--- config.mk ---
export PLATFORM = sky130hd
export DESIGN_NAME = extmem_cs_decoder
export DESIGN_NICKNAME = d
export VERILOG_FILES = /design/src/rtl/extmem_cs_pkg.sv /design/src/rtl/extmem_cfg_reg.sv /design/src/rtl/extmem_ram_window.sv /design/src/rtl/extmem_rom_region.sv /design/src/rtl/extmem_wait_timer.sv /design/src/rtl/extmem_cs_decoder.sv
export SDC_FILE = /design/constraint.sdc
export NUM_CORES = 1
export LEC_CHECK = 0
export CORE_UTILIZATION = 40
export CTS_CLUSTER_DIAMETER = 120
export DETAILED_ROUTE_END_ITERATION = 12
export PLACE_DENSITY = 0.91
export SYNTH_ARGS = -nofsm -noshare
export SYNTH_HDL_FRONTEND = slang
export SYNTH_HIERARCHICAL = 1
export SYNTH_SLANG_ARGS = --single-unit
--- constraint.sdc ---
create_clock -name clk -period 1.77 [get_ports clk]
set_clock_uncertainty 0.1 [all_clocks]
set_input_delay 0.354 -clock clk [delete_from_list [all_inputs] [get_ports clk]]
set_output_delay 0.354 -clock clk [all_outputs]
set_load 0.05 [all_outputs]
--- src/rtl/extmem_cs_pkg.sv ---
package extmem_cs_pkg;
   // configuration word layout; positions decoded by the field extraction
   localparam int CFG_W        = 12;
   localparam int RAM_EN_BIT   = 11;
   localparam int RAM_SIZE_LSB = 8;
   localparam int RAM_SIZE_W   = 3;
   localparam int ROM_MODE_LSB = 6;
   localparam int ROM_MODE_W   = 2;
   localparam int WAIT_LSB     = 1;
   localparam int WAIT_W       = 2;

   typedef struct packed {
      logic                  ram_en;
      logic [RAM_SIZE_W-1:0] ram_size;
      logic [ROM_MODE_W-1:0] rom_mode;
      logic [WAIT_W-1:0]     wait_n;
   } cfg_t;

   // active-high select vector
   typedef struct packed {
      logic       ram;
      logic [2:0] bank;
      logic       rom;
   } sel_t;

   localparam logic [ROM_MODE_W-1:0] ROM_WHOLE  = 2'b00;
   localparam logic [ROM_MODE_W-1:0] ROM_HALVES = 2'b01;
endpackage

--- src/rtl/extmem_cfg_reg.sv ---
module extmem_cfg_reg
   import extmem_cs_pkg::*;
(
   input  logic             clk,
   input  logic             rst_n,
   input  logic             we,
   input  logic [CFG_W-1:0] wdata,
   output cfg_t             cfg
);
   logic unused_cfg_bits;
   assign unused_cfg_bits = ^{wdata[5:3], wdata[0]};

   always_ff @(posedge clk or negedge rst_n) begin
      if (!rst_n) begin
         cfg <= '0;
      end else if (we) begin
         cfg.ram_en   <= wdata[RAM_EN_BIT];
         cfg.ram_size <= wdata[RAM_SIZE_LSB +: RAM_SIZE_W];
         cfg.rom_mode <= wdata[ROM_MODE_LSB +: ROM_MODE_W];
         cfg.wait_n   <= wdata[WAIT_LSB +: WAIT_W];
      end
   end
endmodule

--- src/rtl/extmem_ram_window.sv ---
module extmem_ram_window #(
   parameter int ADDR_W   = 22,
   parameter int MIN_LOG2 = 12,
   parameter int CODE_W   = 3,
   localparam int SLICE_W = ADDR_W - MIN_LOG2,
   localparam int N_SIZES = 1 << CODE_W
) (
   input  logic               en,
   input  logic [CODE_W-1:0]  size,
   input  logic [SLICE_W-1:0] addr_hi,
   output logic               hit
);
   generate
      if (MIN_LOG2 + N_SIZES - 1 >= ADDR_W) begin : g_bad_size
         $error("largest RAM window exceeds the address space");
      end
   endgenerate

   logic [N_SIZES-1:0] in_win;

   // window k spans the top 2**(MIN_LOG2+k) words: all upper bits set
   generate
      for (genvar k = 0; k < N_SIZES; k++) begin : g_win
         assign in_win[k] = &addr_hi[SLICE_W-1:k];
      end
   endgenerate

   assign hit = en & in_win[size];
endmodule

--- src/rtl/extmem_rom_region.sv ---
module extmem_rom_region
   import extmem_cs_pkg::*;
#(
   parameter int ADDR_W      = 22,
   parameter int REGION_LOG2 = 20
) (
   input  logic [ROM_MODE_W-1:0] mode,
   input  logic [1:0]            region,
   output logic                  rom,
   output logic [2:0]            bank
);
   generate
      if (ADDR_W != REGION_LOG2 + 2) begin : g_bad_region
         $error("address space must hold exactly four regions");
      end
   endgenerate

   always_comb begin
      rom  = 1'b0;
      bank = '0;
      unique casez (mode)
         ROM_WHOLE:  rom = 1'b1;
         ROM_HALVES: begin
            if (region[1]) bank[0] = 1'b1;
            else           rom     = 1'b1;
         end
         default: begin
            if (region == 2'd0) rom = 1'b1;
            else                bank[region - 2'd1] = 1'b1;
         end
      endcase
   end
endmodule

--- src/rtl/extmem_wait_timer.sv ---
module extmem_wait_timer #(
   parameter int CNT_W = 2
) (
   input  logic             clk,
   input  logic             rst_n,
   input  logic             start,
   input  logic [CNT_W-1:0] count,
   output logic             ready
);
   generate
      if (CNT_W < 1) begin : g_bad_cnt
         $error("wait counter needs at least one bit");
      end
   endgenerate

   logic [CNT_W-1:0] remain;

   always_ff @(posedge clk or negedge rst_n) begin
      if (!rst_n)              remain <= '0;
      else if (start)          remain <= count;
      else if (remain != '0)   remain <= remain - 1'b1;
   end

   assign ready = (remain == '0);

   // a nonzero count drops ready on the next cycle
   a_r10_wait_drop : assert property (@(posedge clk) disable iff (!rst_n)
      start && (count != '0) |=> !ready);
   // with no new start, ready never falls again
   a_r10_no_spurious : assert property (@(posedge clk) disable iff (!rst_n)
      !start && ready |=> ready);
endmodule

--- src/rtl/extmem_cs_decoder.sv ---
module extmem_cs_decoder
   import extmem_cs_pkg::*;
#(
   parameter int          ADDR_W      = 22,
   parameter int          RAM_MIN_LOG2 = 12,
   parameter int          REGION_LOG2 = 20,
   parameter logic [21:0] INT_LIMIT   = 22'h004000
) (
   input  logic              clk,
   input  logic              rst_n,
   input  logic              cfg_we,
   input  logic [CFG_W-1:0]  cfg_wdata,
   input  logic              acc_req,
   input  logic [ADDR_W-1:0] acc_addr,
   output logic              rom_cs_n,
   output logic [2:0]        bank_cs_n,
   output logic              ram_cs_n,
   output logic              wait_ready
);
   localparam int RAM_SLICE_W = ADDR_W - RAM_MIN_LOG2;

   generate
      if (ADDR_W != 22) begin : g_bad_addr
         $error("internal limit constant assumes a 22-bit address");
      end
   endgenerate

   cfg_t  cfg;
   logic  ram_hit;
   logic  rom_sel;
   logic [2:0] bank_sel;
   logic  external;
   sel_t  sel_next, sel_q;

   extmem_cfg_reg u_cfg (
      .clk   (clk),
      .rst_n (rst_n),
      .we    (cfg_we),
      .wdata (cfg_wdata),
      .cfg   (cfg)
   );

   extmem_ram_window #(
      .ADDR_W   (ADDR_W),
      .MIN_LOG2 (RAM_MIN_LOG2),
      .CODE_W   (RAM_SIZE_W)
   ) u_ram (
      .en      (cfg.ram_en),
      .size    (cfg.ram_size),
      .addr_hi (acc_addr[ADDR_W-1:RAM_MIN_LOG2]),
      .hit     (ram_hit)
   );

   extmem_rom_region #(
      .ADDR_W      (ADDR_W),
      .REGION_LOG2 (REGION_LOG2)
   ) u_rom (
      .mode   (cfg.rom_mode),
      .region (acc_addr[ADDR_W-1:REGION_LOG2]),
      .rom    (rom_sel),
      .bank   (bank_sel)
   );

   extmem_wait_timer #(.CNT_W(WAIT_W)) u_wait (
      .clk   (clk),
      .rst_n (rst_n),
      .start (acc_req),
      .count (cfg.wait_n),
      .ready (wait_ready)
   );

   assign external = (acc_addr >= INT_LIMIT);

   // RAM window takes precedence over any ROM-side select
   always_comb begin
      sel_next = '0;
      if (acc_req && external) begin
         if (ram_hit) begin
            sel_next.ram = 1'b1;
         end else begin
            sel_next.rom  = rom_sel;
            sel_next.bank = bank_sel;
         end
      end
   end

   always_ff @(posedge clk or negedge rst_n) begin
      if (!rst_n) sel_q <= '0;
      else        sel_q <= sel_next;
   end

   assign rom_cs_n  = ~sel_q.rom;
   assign bank_cs_n = ~sel_q.bank;
   assign ram_cs_n  = ~sel_q.ram;

   // selects are mutually exclusive
   a_r9_one_select : assert property (@(posedge clk) disable iff (!rst_n)
      $onehot0(~{ram_cs_n, bank_cs_n, rom_cs_n}));
   // no request, no select
   a_r9_idle : assert property (@(posedge clk) disable iff (!rst_n)
      !acc_req |=> (&{ram_cs_n, bank_cs_n, rom_cs_n}));
   // internal addresses drive nothing
   a_r2_internal : assert property (@(posedge clk) disable iff (!rst_n)
      acc_req && (acc_addr < INT_LIMIT) |=> (&{ram_cs_n, bank_cs_n, rom_cs_n}));
   // a RAM hit selects RAM
   a_r8_ram_wins : assert property (@(posedge clk) disable iff (!rst_n)
      acc_req && external && ram_hit |=> !ram_cs_n);
   // RAM disabled keeps its select high
   a_r6_ram_off : assert property (@(posedge clk) disable iff (!rst_n)
      !cfg.ram_en |=> ram_cs_n);
   // an external request always yields exactly one select
   a_r11_latency : assert property (@(posedge clk) disable iff (!rst_n)
      acc_req && external |=> !(&{ram_cs_n, bank_cs_n, rom_cs_n}));
endmodule

== Word-level counts from Yosys, hierarchy flattened ==
Cells that the tools add are included.

* Flip-flop bits (word level): 15
* Input bits: 38
* Output and inout port bits: 6
* Word-level logic and storage cells: 51

* Add/subtract/negate cells: 2
* Order comparisons: 4
* Eq/ne operators: 1
* Multiplexer cells: 16
* Bitwise gates (word level): 4
* Reductions and logical operators: 16

{| class="wikitable"
|+ Operators with widths
! kind !! number
|-
| 22-bit by 15-bit >= comparator with 1-bit output, second input constant || 1
|-
| 10-bit AND reduction || 1
|-
| 9-bit AND reduction || 1
|-
| 8-bit AND reduction || 1
|-
| 7-bit AND reduction || 1
|-
| 2-bit zero test || 3
|-
| 1-bit 2-to-1 mux || 6
|-
| 2-bit 2-to-1 mux || 3
|-
| 6-bit AND reduction || 1
|-
| 5-bit 2-to-1 mux || 1
|-
| 5-bit AND reduction || 1
|-
| 3-bit by 4-bit less-than comparator with 1-bit output, second input constant || 1
|-
| 4-bit 2-to-1 mux || 1
|-
| 1-bit one-hot mux with 2 select lines || 2
|-
| 4-bit AND reduction || 1
|-
| 2-bit nonzero test || 2
|-
| 2-bit by 1-bit subtractor with 2-bit output, second input constant || 2
|-
| 1-bit binary-select mux with 3-bit select || 1
|-
| 2-bit by 3-bit less-than comparator with 1-bit output, second input constant || 1
|-
| 3-bit 2-to-1 mux || 1
|-
| 3-bit inverter || 1
|-
| 3-bit AND reduction || 1
|-
| 1-bit demux with 2-bit select || 1
|-
| 2-bit by 1-bit == test with 1-bit output, second input constant || 1
|-
| 5 further kinds || 7
|}

== Depth between registers and ports, before layout ==
Gate-level depths: netlist (run 1).

* Word-level depth: 9
* Mapped depth: 5
* Depth with buffers taken out: 5

== Modules after synthesis ==
The synthesis (run 1) kept the hierarchy.

{| class="wikitable"
|+ By module, submodules not included
! module !! times used !! cells each !! area each (um^2) !! sequential area each (um^2)
|-
| extmem_cfg_reg || 1 || 17 || 331.6 || 200.2
|-
| extmem_cs_decoder || 1 || 22 || 227.7 || 125.1
|-
| extmem_wait_timer || 1 || 12 || 113.9 || 50.0
|-
| extmem_ram_window || 1 || 13 || 73.8 || 0.0
|-
| extmem_rom_region || 1 || 8 || 42.5 || 0.0
|}

== Worst setup path before layout (run 1) ==
Ideal clock, no wire load.

* Path type: reg-to-reg
* Start point: register u_wait.remain[0]
* End point: register u_wait.remain[1]
* Setup time: 124 ps
* Arrival time: 1270 ps
* Required time: 1546 ps
* Setup slack: 276 ps
* Stages on the path, launching flop included: 5
* Path buffers: 0
* Period minus slack after synthesis: 1494 ps
* Cells stage by stage: dfrtp_1 > inv_1 > ha_1 > nor2_1 > o31a_1

* Longest elaborated chain between the ends: 3
* Elaborated cells on any way between the ends: 5
* Classes of those cells: 1 x add/sub; 2 x mux; 2 x reduce/logical

{| class="wikitable"
|+ Ends and longest elaborated chain
! what !! line !! RTL
|-
| start, declared || extmem_wait_timer.sv:16 || <nowiki>logic [CNT_W-1:0] remain;</nowiki>
|-
| start signal, assigned || extmem_wait_timer.sv:20 || <nowiki>else if (start) remain <= count;</nowiki>
|-
| start signal, assigned || extmem_wait_timer.sv:21 || <nowiki>else if (remain != '0) remain <= remain - 1'b1;</nowiki>
|-
| 2-bit by 1-bit subtractor with 2-bit output || extmem_wait_timer.sv:21 ||
|-
| 2-bit 2-to-1 mux || extmem_wait_timer.sv:21 ||
|-
| 2-bit 2-to-1 mux || extmem_wait_timer.sv:20 ||
|}

Parallel ways exist; a longest one is shown, timed or not. The select of a mux whose other input is x is not followed.
A chain may end at the register's enable or synchronous reset.

== Final worst setup path (run 1) ==
* Start point: register u_wait.remain[0]
* End point: output port wait_ready

* Longest elaborated chain between the ends: 1

{| class="wikitable"
|+ Ends and longest elaborated chain
! what !! line !! RTL
|-
| 2-bit zero test || extmem_wait_timer.sv:24 || <nowiki>assign ready = (remain == '0);</nowiki>
|-
| end, declared || extmem_cs_decoder.sv:18 || <nowiki>output logic wait_ready</nowiki>
|}

Every way passes these cells.

==> summary.md, run 1 <==
| Metric | Value |
|---|---|
| Sequential share of power | `45.3%` |
| Latest clock arrival within the worst-skew pair | `0.29 ns` |
| Number of sinks driven by the clock tree | `15` |
| Internal power component | `0.629 mW` |
| Unrepaired setup endpoints after global routing | `false` |
| Worst supply voltage drop on vdd | `0.434 mV` |
| Final sum of negative setup slack | `0 ns` |
| Residual DRC | `0` |
| Clock share of power | `21.6%` |
| Transition time of the tightest slew-check pin | `0.674 ns` |
| Number of gates given a new drive strength after cts | `0` |
| Worst hold-check path type | `input port to async pin` |
| Register clock-pin slew on the reported worst setup and hold paths | `0.09 ns` |
| Required time at the endpoint of the critical path | `1.32 ns` |
| Number of flip-flops and latches in the synthesized netlist | `15` |
| Global-route usage over all layers | `18.7%` |
| Cell Count, Final, Fillers Out | `133` |
| Switching Share | `30.5%` |
| Vias in the first global route | `650` |
| Element type at the critical path start | `register` |
| Peak Freq | `606 MHz` |
| R2r startpoint | `u_cfg/cfg[5]$_DFFE_PN0P_` |
| I/O pin count | `44` |
| Logic pwr share | `33.0%` |
| Hold_buf cts | `0` |
| Mean routed wirelength per cell | `12.8 µm` |
| Master cell of the clock root buffer | `sky130_fd_sc_hd__clkbuf_4` |
| Run status | `finished, final reports clean` |
| Final setup vio count | `0` |
| Proportion of synthesized chip area in sequential cells | `47.5%` |
| Worst setup path startpoint | `u_wait/remain[0]$_DFFE_PN0P_` |
| Number of failing hold endpoints at the final stage | `0` |
| Die Wd | `46.4 µm` |
| Number of nets produced by synthesis | `111` |
| Remaining antenna violation count | `0` |
| Hold slack | `0.373 ns` |
| Vias | `669` |
| Vias/cell | `5.03` |
| Core ar. | `1780 µm²` |
| Placed Cells | `129` |
| Number of max-cap violations | `0` |
| Clock buffer depth | `2` |
| Fraction of synthesized area in multiplexers | `15.2%` |
| Floorplan row count | `15` |
| Pin count of the biggest net entering global routing | `16` |
| Initial antenna violation count | `0` |
| Simple-Gate Fraction of Synth Area | `17.6%` |
| Critical path fanouts, max | `4` |
| Leakage power | `0.517 nW` |
| Ratio of cells with drive above 1 in the final layout | `25.0%` |
| Post-layout total power | `0.905 mW` |
| Post-Syn Instances | `72` |
| Number of H-tree levels | `1` |
| Total wirelength of the detailed-routed design | `1.70 mm` |
| Worst Setup End Kind | `primary output` |
| Diodes inserted | `0` |
| Critical path start-end classification | `register to primary output` |
| Global route overflow | `0` |
| Post-synthesis adder-cell area fraction | `1.58%` |
| Detailed router's first-iteration violation count | `14` |
| CTS tree | `yes` |
| Min Tclk post-route | `1.65 ns` |
| Gp weighted congestion | `0.843` |
| First-pass detailed-route iteration total | `4` |
| Data arrival time of the worst path | `1.20 ns` |
| Detailed-placement wirelength estimate | `1.37 mm` |
| Global-route wire length before repair | `2.70 mm` |
| Xor and xnor fraction of the mapped netlist area | `1.11%` |
| Pwr dens | `788 nW/µm²` |
| Number of CTS-inserted buffers | `3` |
| Fraction of the mapped netlist area in compound gates | `11.7%` |
| Cell area after synthesis | `790 µm²` |
| Die Height | `46.4 µm` |
| Count of yosys warnings during synthesis | `6` |
| Cell variety after synth | `22` |
| Total die area | `2160 µm²` |
| Final nets | `148` |
| Number of setup buffers added after CTS | `0` |
| I/O Buffers | `27` |
| Synthesis-to-layout area growth | `45.5%` |
| Synth Area per Inst | `11.0 µm²` |
| Initial Util | `44.3%` |
| Slew margin rel. | `54.9%` |
| Net switching component of the power | `0.276 mW` |
| Largest family of logic cells by synthesized area | `simple AND/OR/NAND/NOR gates` |
| Final critical-path share of the clock period | `93.2%` |
| Final Max Slew Viols | `0` |
| Final design utilization | `64.4%` |
==> Yosys cell counts <==
cell type                  number  area (µm²)
sky130_fd_sc_hd__and2_1         2        12.5
sky130_fd_sc_hd__nand2_1        5        18.8
sky130_fd_sc_hd__xor2_1         1        8.76
sky130_fd_sc_hd__ha_1           1        12.5
sky130_fd_sc_hd__o21ai_1        2        10.0
sky130_fd_sc_hd__buf_6          1        11.3
sky130_fd_sc_hd__nor4_2         2        25.0
sky130_fd_sc_hd__nand4_1        1        6.26
sky130_fd_sc_hd__a21oi_1        8        40.0
sky130_fd_sc_hd__mux2_4         8         120
sky130_fd_sc_hd__dfrtp_1       15         375
sky130_fd_sc_hd__nand2b_1       1        6.26
sky130_fd_sc_hd__nand3b_1       5        37.5
sky130_fd_sc_hd__and3_2         1        7.51
sky130_fd_sc_hd__o22ai_1        1        6.26
sky130_fd_sc_hd__or2b_1         1        7.51
sky130_fd_sc_hd__nor2_1         3        11.3
sky130_fd_sc_hd__o31a_1         1        8.76
sky130_fd_sc_hd__a211oi_2       1        12.5
sky130_fd_sc_hd__and3_1         1        6.26
sky130_fd_sc_hd__inv_1          8        30.0
sky130_fd_sc_hd__o21ai_0        3        15.0
==> cell families (layout without fill, tap and decap cells) <==
kind of cell,Yosys count,in the layout
AOI/OAI and AO/OA,16,16
xor gates and xnor gates,1,1
adders and majority gates,1,1
buffers and inverters,9,45
DFF,15,15
muxes,8,8
and+or+nand+nor,22,22
==> cells in the final DEF (no fill, tap or decap) <==
master and n:
sky130_fd_sc_hd__a211oi_2 1, sky130_fd_sc_hd__a21oi_1 8, sky130_fd_sc_hd__and2_1 2, sky130_fd_sc_hd__and3_1 1, sky130_fd_sc_hd__and3_2 1, sky130_fd_sc_hd__buf_12 1
sky130_fd_sc_hd__buf_4 11, sky130_fd_sc_hd__clkbuf_1 1, sky130_fd_sc_hd__clkbuf_4 3, sky130_fd_sc_hd__clkdlybuf4s50_1 21, sky130_fd_sc_hd__dfrtp_1 15, sky130_fd_sc_hd__ha_1 1
sky130_fd_sc_hd__inv_1 8, sky130_fd_sc_hd__mux2_4 8, sky130_fd_sc_hd__nand2_1 5, sky130_fd_sc_hd__nand2b_1 1, sky130_fd_sc_hd__nand3b_1 5, sky130_fd_sc_hd__nand4_1 1
sky130_fd_sc_hd__nor2_1 3, sky130_fd_sc_hd__nor4_2 2, sky130_fd_sc_hd__o21ai_0 3, sky130_fd_sc_hd__o21ai_1 2, sky130_fd_sc_hd__o22ai_1 1, sky130_fd_sc_hd__o31a_1 1
sky130_fd_sc_hd__or2b_1 1, sky130_fd_sc_hd__xor2_1 1
==> sequential cells by signal, summed over array words and instances (netlist names) <==
signal,count
u_cfg/cfg,8
sel_q,5
u_wait/remain,2
==> per-layer routing <==
layer | global-route usage [%] | wire, µm | vias to the layer above
li1 | - | - | 324
met1 | 20.0 | 678 | 317
met2 | 32.5 | 887 | 24
met3 | 5.10 | 114 | 4
met4 | 10.6 | 24 | 0
met5 | 0 | 0 | -
==> per-stage QoR <==
stage | area, µm² | setup WS [ns]
6_report | 1150 | 0.120
2_1_floorplan | 790 | 0.276
4_1_cts | 1150 | 0.107
5_1_grt | 1150 | 0.0769
3_5_place_dp | 1120 | -0.0878
3_3_place_gp | 1120 | -0.0272
==> cell type report <==
class | instances | area, µm²
Fill cell | 147 | 634
Sequential cell | 15 | 375
Multi-Input combinational cell | 48 | 373
Timing Repair Buffer | 33 | 313
Tap cell | 25 | 31.3
Inverter | 8 | 30.0
Clock buffer | 4 | 26.3
==> power by group through the flow <==
stage	Sequential [mW]	Clock, mW	Combinational (mW)
global route	0.417	0.219	0.323
CTS	0.411	0.205	0.301
finish	0.410	0.196	0.299
floorplan	0.407	0	0.169
global placement	0.412	0	0.287
detailed placement	0.417	0	0.300
==> path summary, 6_finish.rpt <==
path | cells past startpoint | to | slack [ns]
hold / removal | 1 | u_cfg/cfg[5]$_DFFE_PN0P_ | 0.37
min in group clk | 1 | u_cfg/cfg[1]$_DFFE_PN0P_ | 0.43
max in group asynchronous | 1 | u_cfg/cfg[3]$_DFFE_PN0P_ | 0.77
setup / recovery | 3 | wait_ready | 0.12
setup reg to reg | 5 | sel_q[0]$_DFF_PN0_ | 0.38
hold reg to reg | 1 | u_cfg/cfg[1]$_DFFE_PN0P_ | 0.43
==> critical path, cell delays in order, from the launching register on <==
cell and delay, ns:
sky130_fd_sc_hd__dfrtp_1 0.41, sky130_fd_sc_hd__inv_1 0.07, sky130_fd_sc_hd__ha_1 0.26, sky130_fd_sc_hd__buf_12 0.17
Note: power is estimated with default switching activity, not from simulation.
==> run 2, diff against run 1 <==
- GPL_TIMING_DRIVEN: unset -> 0
==> run 2 against run 1 <==
Largest power group unchanged. Maximum frequency is 1.9% lower. Combinational power is 15% lower. Largest cell class unchanged. Critical path type unchanged. Clock-buffer cell count stayed put. Sequential share of layout area is 1.6 points higher. Final area is 4.6% lower. Non-clock buffer count is 6 lower. Utilization is 2.9 points lower. Register-to-register slack hardly changed. Worst hold slack worse by 0.080 ns. Clock power is 5% lower.
==> summary.md, run 2 (synthesis results as in run 1) <==
| Metric | Value |
|---|---|
| Data arrival time of the worst path | `1.23 ns (+0.03 ns)` |
| Run status | `finished, final reports clean` |
| Die Height | `46.4 µm (unchanged)` |
| Critical path start-end classification | `register to primary output` |
| Clock buffer depth | `2 (unchanged)` |
| Synthesis-to-layout area growth | `38.8%` |
| Slew margin rel. | `57.9% (+3.0 points)` |
| Leakage power | `0.478 nW (-7.4%)` |
| Register name with the most flops | `u_cfg/cfg` |
| Floorplan row count | `15 (unchanged)` |
| Peak Freq | `595 MHz (-1.9%)` |
| Filler cell count | `148 (+0.68%)` |
| Buffer and inverter count on the worst path | `2 (unchanged)` |
| Critical path fanouts, max | `4 (unchanged)` |
| Biggest regs | `u_cfg/cfg (8), sel_q (5), u_wait/remain (2)` |
| Final design utilization | `61.5% (-2.9 points)` |
| Final Max Slew Viols | `0 (unchanged)` |
| Register clock-pin slew on the reported worst setup and hold paths | `0.08 ns (about the same)` |
| Total die area | `2160 µm² (unchanged)` |
| Initial antenna violation count | `0 (unchanged)` |
| Worst hold-check path type | `input port to register` |
| Worst setup path startpoint | `u_wait/remain[0]$_DFFE_PN0P_` |
| R2r startpoint | `u_cfg/cfg[5]$_DFFE_PN0P_` |
| Element type at the critical path start | `register` |
| CTS tree | `yes` |
| Global-route wire length before repair | `2.25 mm (-17%)` |
| Worst Setup End Kind | `primary output` |
| Ratio of cells with drive above 1 in the final layout | `16.7% (-8.3 points)` |
| Unrepaired setup endpoints after global routing | `false` |
| Number of sinks driven by the clock tree | `15 (unchanged)` |
| Pwr dens | `773 nW/µm² (-1.9%)` |
| Kind of cell with the highest combined delay on the critical path | `flip-flops` |
| Pin count of the biggest net entering global routing | `16 (unchanged)` |
| I/O pin count | `44 (unchanged)` |
| Total wirelength of the detailed-routed design | `1.46 mm (-14%)` |
| Min-delay src | `cfg_we` |
| Min Tclk post-route | `1.68 ns (+0.0322 ns)` |
| CP cell instances | `inv_1 > ha_1 > buf_2` |
| Leading cell types in the layout, fill and taps excluded | `20 x sky130_fd_sc_hd__clkdlybuf4s50_1, 15 x sky130_fd_sc_hd__dfrtp_1, 8 x sky130_fd_sc_hd__inv_1, 8 x sky130_fd_sc_hd__a21oi_1, 8 x sky130_fd_sc_hd__mux2_4` |
| Detailed-placement wirelength estimate | `1.20 mm (-12%)` |
| First-pass detailed-route iteration total | `4 (unchanged)` |
| Largest register FFs | `8 (unchanged)` |
| Most frequent standard cell in the layout excluding fill and tap cells | `sky130_fd_sc_hd__clkdlybuf4s50_1` |
| Worst supply voltage drop on vdd | `0.393 mV (-9.3%)` |
| Latest clock arrival within the worst-skew pair | `0.28 ns (about the same)` |
| Core ar. | `1780 µm² (unchanged)` |
| Required time at the endpoint of the critical path | `1.32 ns (about the same)` |
| Vias | `616 (-7.9%)` |
| Transition time of the tightest slew-check pin | `0.629 ns (-0.0453 ns)` |
| Final nets | `142 (-4.1%)` |
| Global route overflow | `0 (unchanged)` |
| Final critical-path share of the clock period | `95.0% (+1.8 points)` |
| Slowest stage cell on the critical path | `sky130_fd_sc_hd__dfrtp_1` |
| Master cell of the clock root buffer | `sky130_fd_sc_hd__clkbuf_4` |
| Initial Util | `44.3% (unchanged)` |
| Hold_buf cts | `0 (unchanged)` |
| Number of setup buffers added after CTS | `0 (unchanged)` |
| I/O Buffers | `26 (-3.7%)` |
| Final setup vio count | `0 (unchanged)` |
| Vias in the first global route | `541 (-17%)` |
| Number of H-tree levels | `1 (unchanged)` |
| Detailed router's first-iteration violation count | `7 (-7)` |
| Number of CTS-inserted buffers | `3 (unchanged)` |
| Global-route usage over all layers | `15.3% (-3.4 points)` |
| Mean routed wirelength per cell | `11.5 µm (-10%)` |
| Diodes inserted | `0 (unchanged)` |
| Vias/cell | `4.85 (-3.6%)` |
| Die Wd | `46.4 µm (unchanged)` |
| Number of failing hold endpoints at the final stage | `0 (unchanged)` |
| Number of max-cap violations | `0 (unchanged)` |
| Residual DRC | `0 (unchanged)` |
| Peak per-stage delay on the critical path | `0.39 ns (-0.02 ns)` |
| Gp weighted congestion | `0.821 (-2.6%)` |
| Hold slack | `0.293 ns (-0.0802 ns)` |
| Remaining antenna violation count | `0 (unchanged)` |
[run 2: cell count changes in the layout (fill, tap and decap cells not counted), sizes merged]
cell,previous run,this run
dlygate4sd2,0,5
buf,12,2
clkdlybuf4s50,21,20
[run 2: repair_timing]
item / CTS / global route
hold endpoints to repair: 0 / 0
setup endpoints to repair: 6 / 0
resized for setup: 10 / 0
[run 2: per-layer routing]
metal | up-vias | track usage (%) | routed length, µm
li1 | 311 | - | -
met3 | 2 | 4.71 | 91
met2 | 22 | 24.2 | 704
met5 | - | 0 | 0
met4 | 0 | 8.82 | 13
met1 | 281 | 18.2 | 649
[run 2: worst register-to-register path: stages, from the launching register on]
cell and delay, ns:
sky130_fd_sc_hd__dfrtp_1 0.43, sky130_fd_sc_hd__o21ai_0 0.23, sky130_fd_sc_hd__nand2b_1 0.09, sky130_fd_sc_hd__and3_1 0.19, sky130_fd_sc_hd__nand3b_1 0.16, sky130_fd_sc_hd__a21oi_1 0.12
[run 2: layout make-up]
class | count | area [µm²] | share of cell area [%]
plain buffers | 1 | 11.3 | 1.03
repair buffers | 26 | 249 | 22.7
inverters | 8 | 30.0 | 2.74
well taps | 25 | 31.3 | 2.85
clock buffers | 4 | 26.3 | 2.40
flip-flops and latches | 15 | 375 | 34.2
multi-input cells | 48 | 373 | 34.0
[run 2: power breakdown]
part	internal, mW	switching (mW)
clock	0.0874	0.0998
combinational	0.125	0.128
sequential	0.381	0.0264
total	0.594	0.254
[run 2: path summary, 6_finish.rpt]
kind                                           endpoint  slack, ns  cells past startpoint
max                                          wait_ready       0.09                      3
min                            u_cfg/cfg[0]$_DFFE_PN0P_       0.29                      2
max reg2reg                          sel_q[2]$_DFF_PN0_       0.38                      5
min reg2reg                u_wait/remain[0]$_DFFE_PN0P_       0.40                      2
max in group asynchronous      u_cfg/cfg[5]$_DFFE_PN0P_       0.80                      1
min in group asynchronous  u_wait/remain[0]$_DFFE_PN0P_       0.36                      1
[run 2: per-stage QoR]
step                      TNS (ns)  std cells  instance area (µm²)  setup slack [ns]  total power [mW]
after floorplan                  0         72                  790             0.276             0.577
after global placement      -0.845        123                 1080            -0.158             0.670
after detailed placement     -1.12        123                 1080            -0.203             0.681
after CTS                        0        127                 1100            0.0669             0.863
after global routing             0        127                 1100            0.0131             0.902
final                            0        127                 1100            0.0879             0.848
==> run 3, diff against run 2 <==
- CORE_ASPECT_RATIO: unset -> 1.25
==> run 3 against run 2 <==
Sequential share of layout area barely moved. Power up 3.0%. Final area decreased by 0.11%. Register-to-register slack got worse by 0.07 ns. Worst hold slack lost 0.015 ns. Clock power is 9% higher. Critical path depth is 3 higher. Sequential cell count did not move. Utilization down 0.92 points. Via count increased by 4.4%. Combinational power grew 3%. Critical endpoint is now sel_q[3]$_DFF_PN0_. Largest power group unchanged.
==> summary.md, run 3 (synthesis results as in run 1) <==
| Metric | Value |
|---|---|
| Run status | `finished, final reports clean` |
| Residual DRC | `0 (unchanged)` |
| Total die area | `2160 µm² (about the same)` |
| Peak per-stage delay on the critical path | `0.58 ns (+0.19 ns)` |
| Final nets | `142 (unchanged)` |
| Critical path fanouts, max | `5 (+1)` |
| Final setup vio count | `0 (unchanged)` |
| Required time at the endpoint of the critical path | `1.83 ns (+0.51 ns)` |
| Filler cell count | `142 (-4.1%)` |
| Peak Freq | `590 MHz (-0.75%)` |
| Leakage power | `0.490 nW (+2.5%)` |
| Mean routed wirelength per cell | `13.0 µm (+14%)` |
| Area occupied by multi-input gates | `373 µm² (unchanged)` |
| I/O Buffers | `26 (unchanged)` |
| Final critical-path share of the clock period | `95.8% (+0.72 points)` |
| Sequential cell area in the final layout | `375 µm² (unchanged)` |
| Number of CTS-inserted buffers | `3 (unchanged)` |
| Floorplan row count | `17 (+2)` |
| Detailed router's first-iteration violation count | `16 (+9)` |
| Global-route wire length before repair | `2.88 mm (+28%)` |
| Worst Setup End Kind | `register` |
| Initial antenna violation count | `0 (unchanged)` |
| R2r startpoint | `u_cfg/cfg[5]$_DFFE_PN0P_` |
| Remaining antenna violation count | `0 (unchanged)` |
| I/O pin count | `44 (unchanged)` |
| Vias | `643 (+4.4%)` |
| Element type at the critical path start | `input port` |
| Setup ws final | `0.0751 ns (-0.0128 ns)` |
| Number of H-tree levels | `1 (unchanged)` |
| Core ar. | `1810 µm² (+1.4%)` |
| Vias/cell | `5.31 (+9.6%)` |
| Data arrival time of the worst path | `1.76 ns (+0.53 ns)` |
| Hold slack | `0.278 ns (-0.0148 ns)` |
| CTS tree | `yes` |
| Leading cell types in the layout, fill and taps excluded | `19 x sky130_fd_sc_hd__clkdlybuf4s50_1, 15 x sky130_fd_sc_hd__dfrtp_1, 8 x sky130_fd_sc_hd__inv_1, 8 x sky130_fd_sc_hd__a21oi_1, 8 x sky130_fd_sc_hd__mux2_4` |
| First-pass detailed-route iteration total | `4 (unchanged)` |
| Initial Util | `43.7% (-0.61 points)` |
| Final sum of negative setup slack | `0 ns (unchanged)` |
| Most frequent standard cell in the layout excluding fill and tap cells | `sky130_fd_sc_hd__clkdlybuf4s50_1` |
| Vias in the first global route | `678 (+25%)` |
| Min-delay src | `cfg_we` |
| Number of sinks driven by the clock tree | `15 (unchanged)` |
| Unrepaired setup endpoints after global routing | `false` |
| Number of max-cap violations | `0 (unchanged)` |
| Pwr dens | `798 nW/µm² (+3.1%)` |
| Final Max Slew Viols | `0 (unchanged)` |
| Total wirelength of the detailed-routed design | `1.58 mm (+8.3%)` |
| Minimum setup slack after placement | `-0.210 ns (-0.00656 ns)` |
| Ratio of cells with drive above 1 in the final layout | `17.6% (+0.98 points)` |
| Master cell of the clock root buffer | `sky130_fd_sc_hd__clkbuf_4` |
| Synthesis-to-layout area growth | `38.7%` |
| Transition time of the tightest slew-check pin | `0.621 ns (-0.00803 ns)` |
| Global route overflow | `0 (unchanged)` |
| Gp weighted congestion | `0.748 (-8.9%)` |
| Number of setup buffers added after CTS | `0 (unchanged)` |
| Min Tclk post-route | `1.69 ns (+0.0128 ns)` |
| Register name with the most flops | `u_cfg/cfg` |
| Die Height | `51.7 µm (+11%)` |
| Worst hold-check path type | `input port to register` |
| Register clock-pin slew on the reported worst setup and hold paths | `0.09 ns (about the same)` |
| Die Wd | `41.7 µm (-10%)` |
| Clock buffer depth | `2 (unchanged)` |
| Number of failing hold endpoints at the final stage | `0 (unchanged)` |
| Global-route usage over all layers | `17.7% (+2.4 points)` |
| Diodes inserted | `0 (unchanged)` |
| Biggest regs | `u_cfg/cfg (8), sel_q (5), u_wait/remain (2)` |
| CP cell instances | `clkdlybuf4s50_1 > nand4_1 > a211oi_2 > and3_1 > nand3b_1 > a21oi_1` |
| Latest clock arrival within the worst-skew pair | `0.29 ns (about the same)` |
| Slowest stage cell on the critical path | `sky130_fd_sc_hd__clkdlybuf4s50_1` |
| Pin count of the biggest net entering global routing | `16 (unchanged)` |
| Worst setup path startpoint | `acc_addr[20]` |
| Slew margin rel. | `58.5% (+0.54 points)` |
| Worst supply voltage drop on vdd | `0.384 mV (-2.3%)` |
| Largest register FFs | `8 (unchanged)` |
| Detailed-placement wirelength estimate | `1.24 mm (+3.5%)` |
| Critical path start-end classification | `input port to register` |
| Hold_buf cts | `0 (unchanged)` |
-- run 3: report_power, final --
part / internal, mW / leakage [nW] / switching, mW / total, mW
Combinational: 0.129 / 0.288 / 0.131 / 0.260
Clock: 0.0841 / 0.0177 / 0.120 / 0.204
Sequential: 0.381 / 0.185 / 0.0278 / 0.409
-- run 3: area by class of cell --
| cell class | count | area share, % |
|---|---|---|
| clock inverter | 1 | 0.457 |
| multi-input combinational | 48 | 34.1 |
| buffer | 1 | 1.03 |
| inverter | 8 | 2.74 |
| tap | 19 | 2.17 |
| sequential | 15 | 34.3 |
| clock buffer | 3 | 2.06 |
| timing repair buffer | 26 | 23.2 |
-- run 3: repair_timing --
item                       4_1_cts  5_1_grt
hold endpoints to repair         0        0
setup endpoints to repair        6        3
resized for setup               10        2
-- run 3: critical path, delay by kind of cell --
kind | cells | cell delay, ns
buf+inv | 1 | 0.58
simple gates | 3 | 0.55
compound gates | 2 | 0.27
-- run 3: final timing paths --
check,cells after the start,to,slack (ns)
max,6,sel_q[3]$_DFF_PN0_,0.08
min,2,u_cfg/cfg[3]$_DFFE_PN0P_,0.28
max reg2reg,5,sel_q[3]$_DFF_PN0_,0.31
min reg2reg,2,u_wait/remain[0]$_DFFE_PN0P_,0.40
max in group asynchronous,1,u_cfg/cfg[4]$_DFFE_PN0P_,0.83
min in group asynchronous,1,u_wait/remain[1]$_DFFE_PN0P_,0.34
-- run 3: metal layers --
layer  track usage (%)  wire [µm]  vias to the layer above
met5                 0          0                        -
met4              13.4         49                        0
met3              4.17         67                        7
met2              32.0        866                       27
met1              17.3        596                      299
li1                  -          -                      310
-- run 3: stage by stage --
stage	instance area, µm²	power, mW	std cells	util, %
floorplan	790	0.577	72	-
global placement	1070	0.669	117	59.4
detailed placement	1070	0.685	117	59.4
CTS	1090	0.870	121	60.3
global route	1090	0.919	121	60.6
finish	1090	0.873	121	60.6
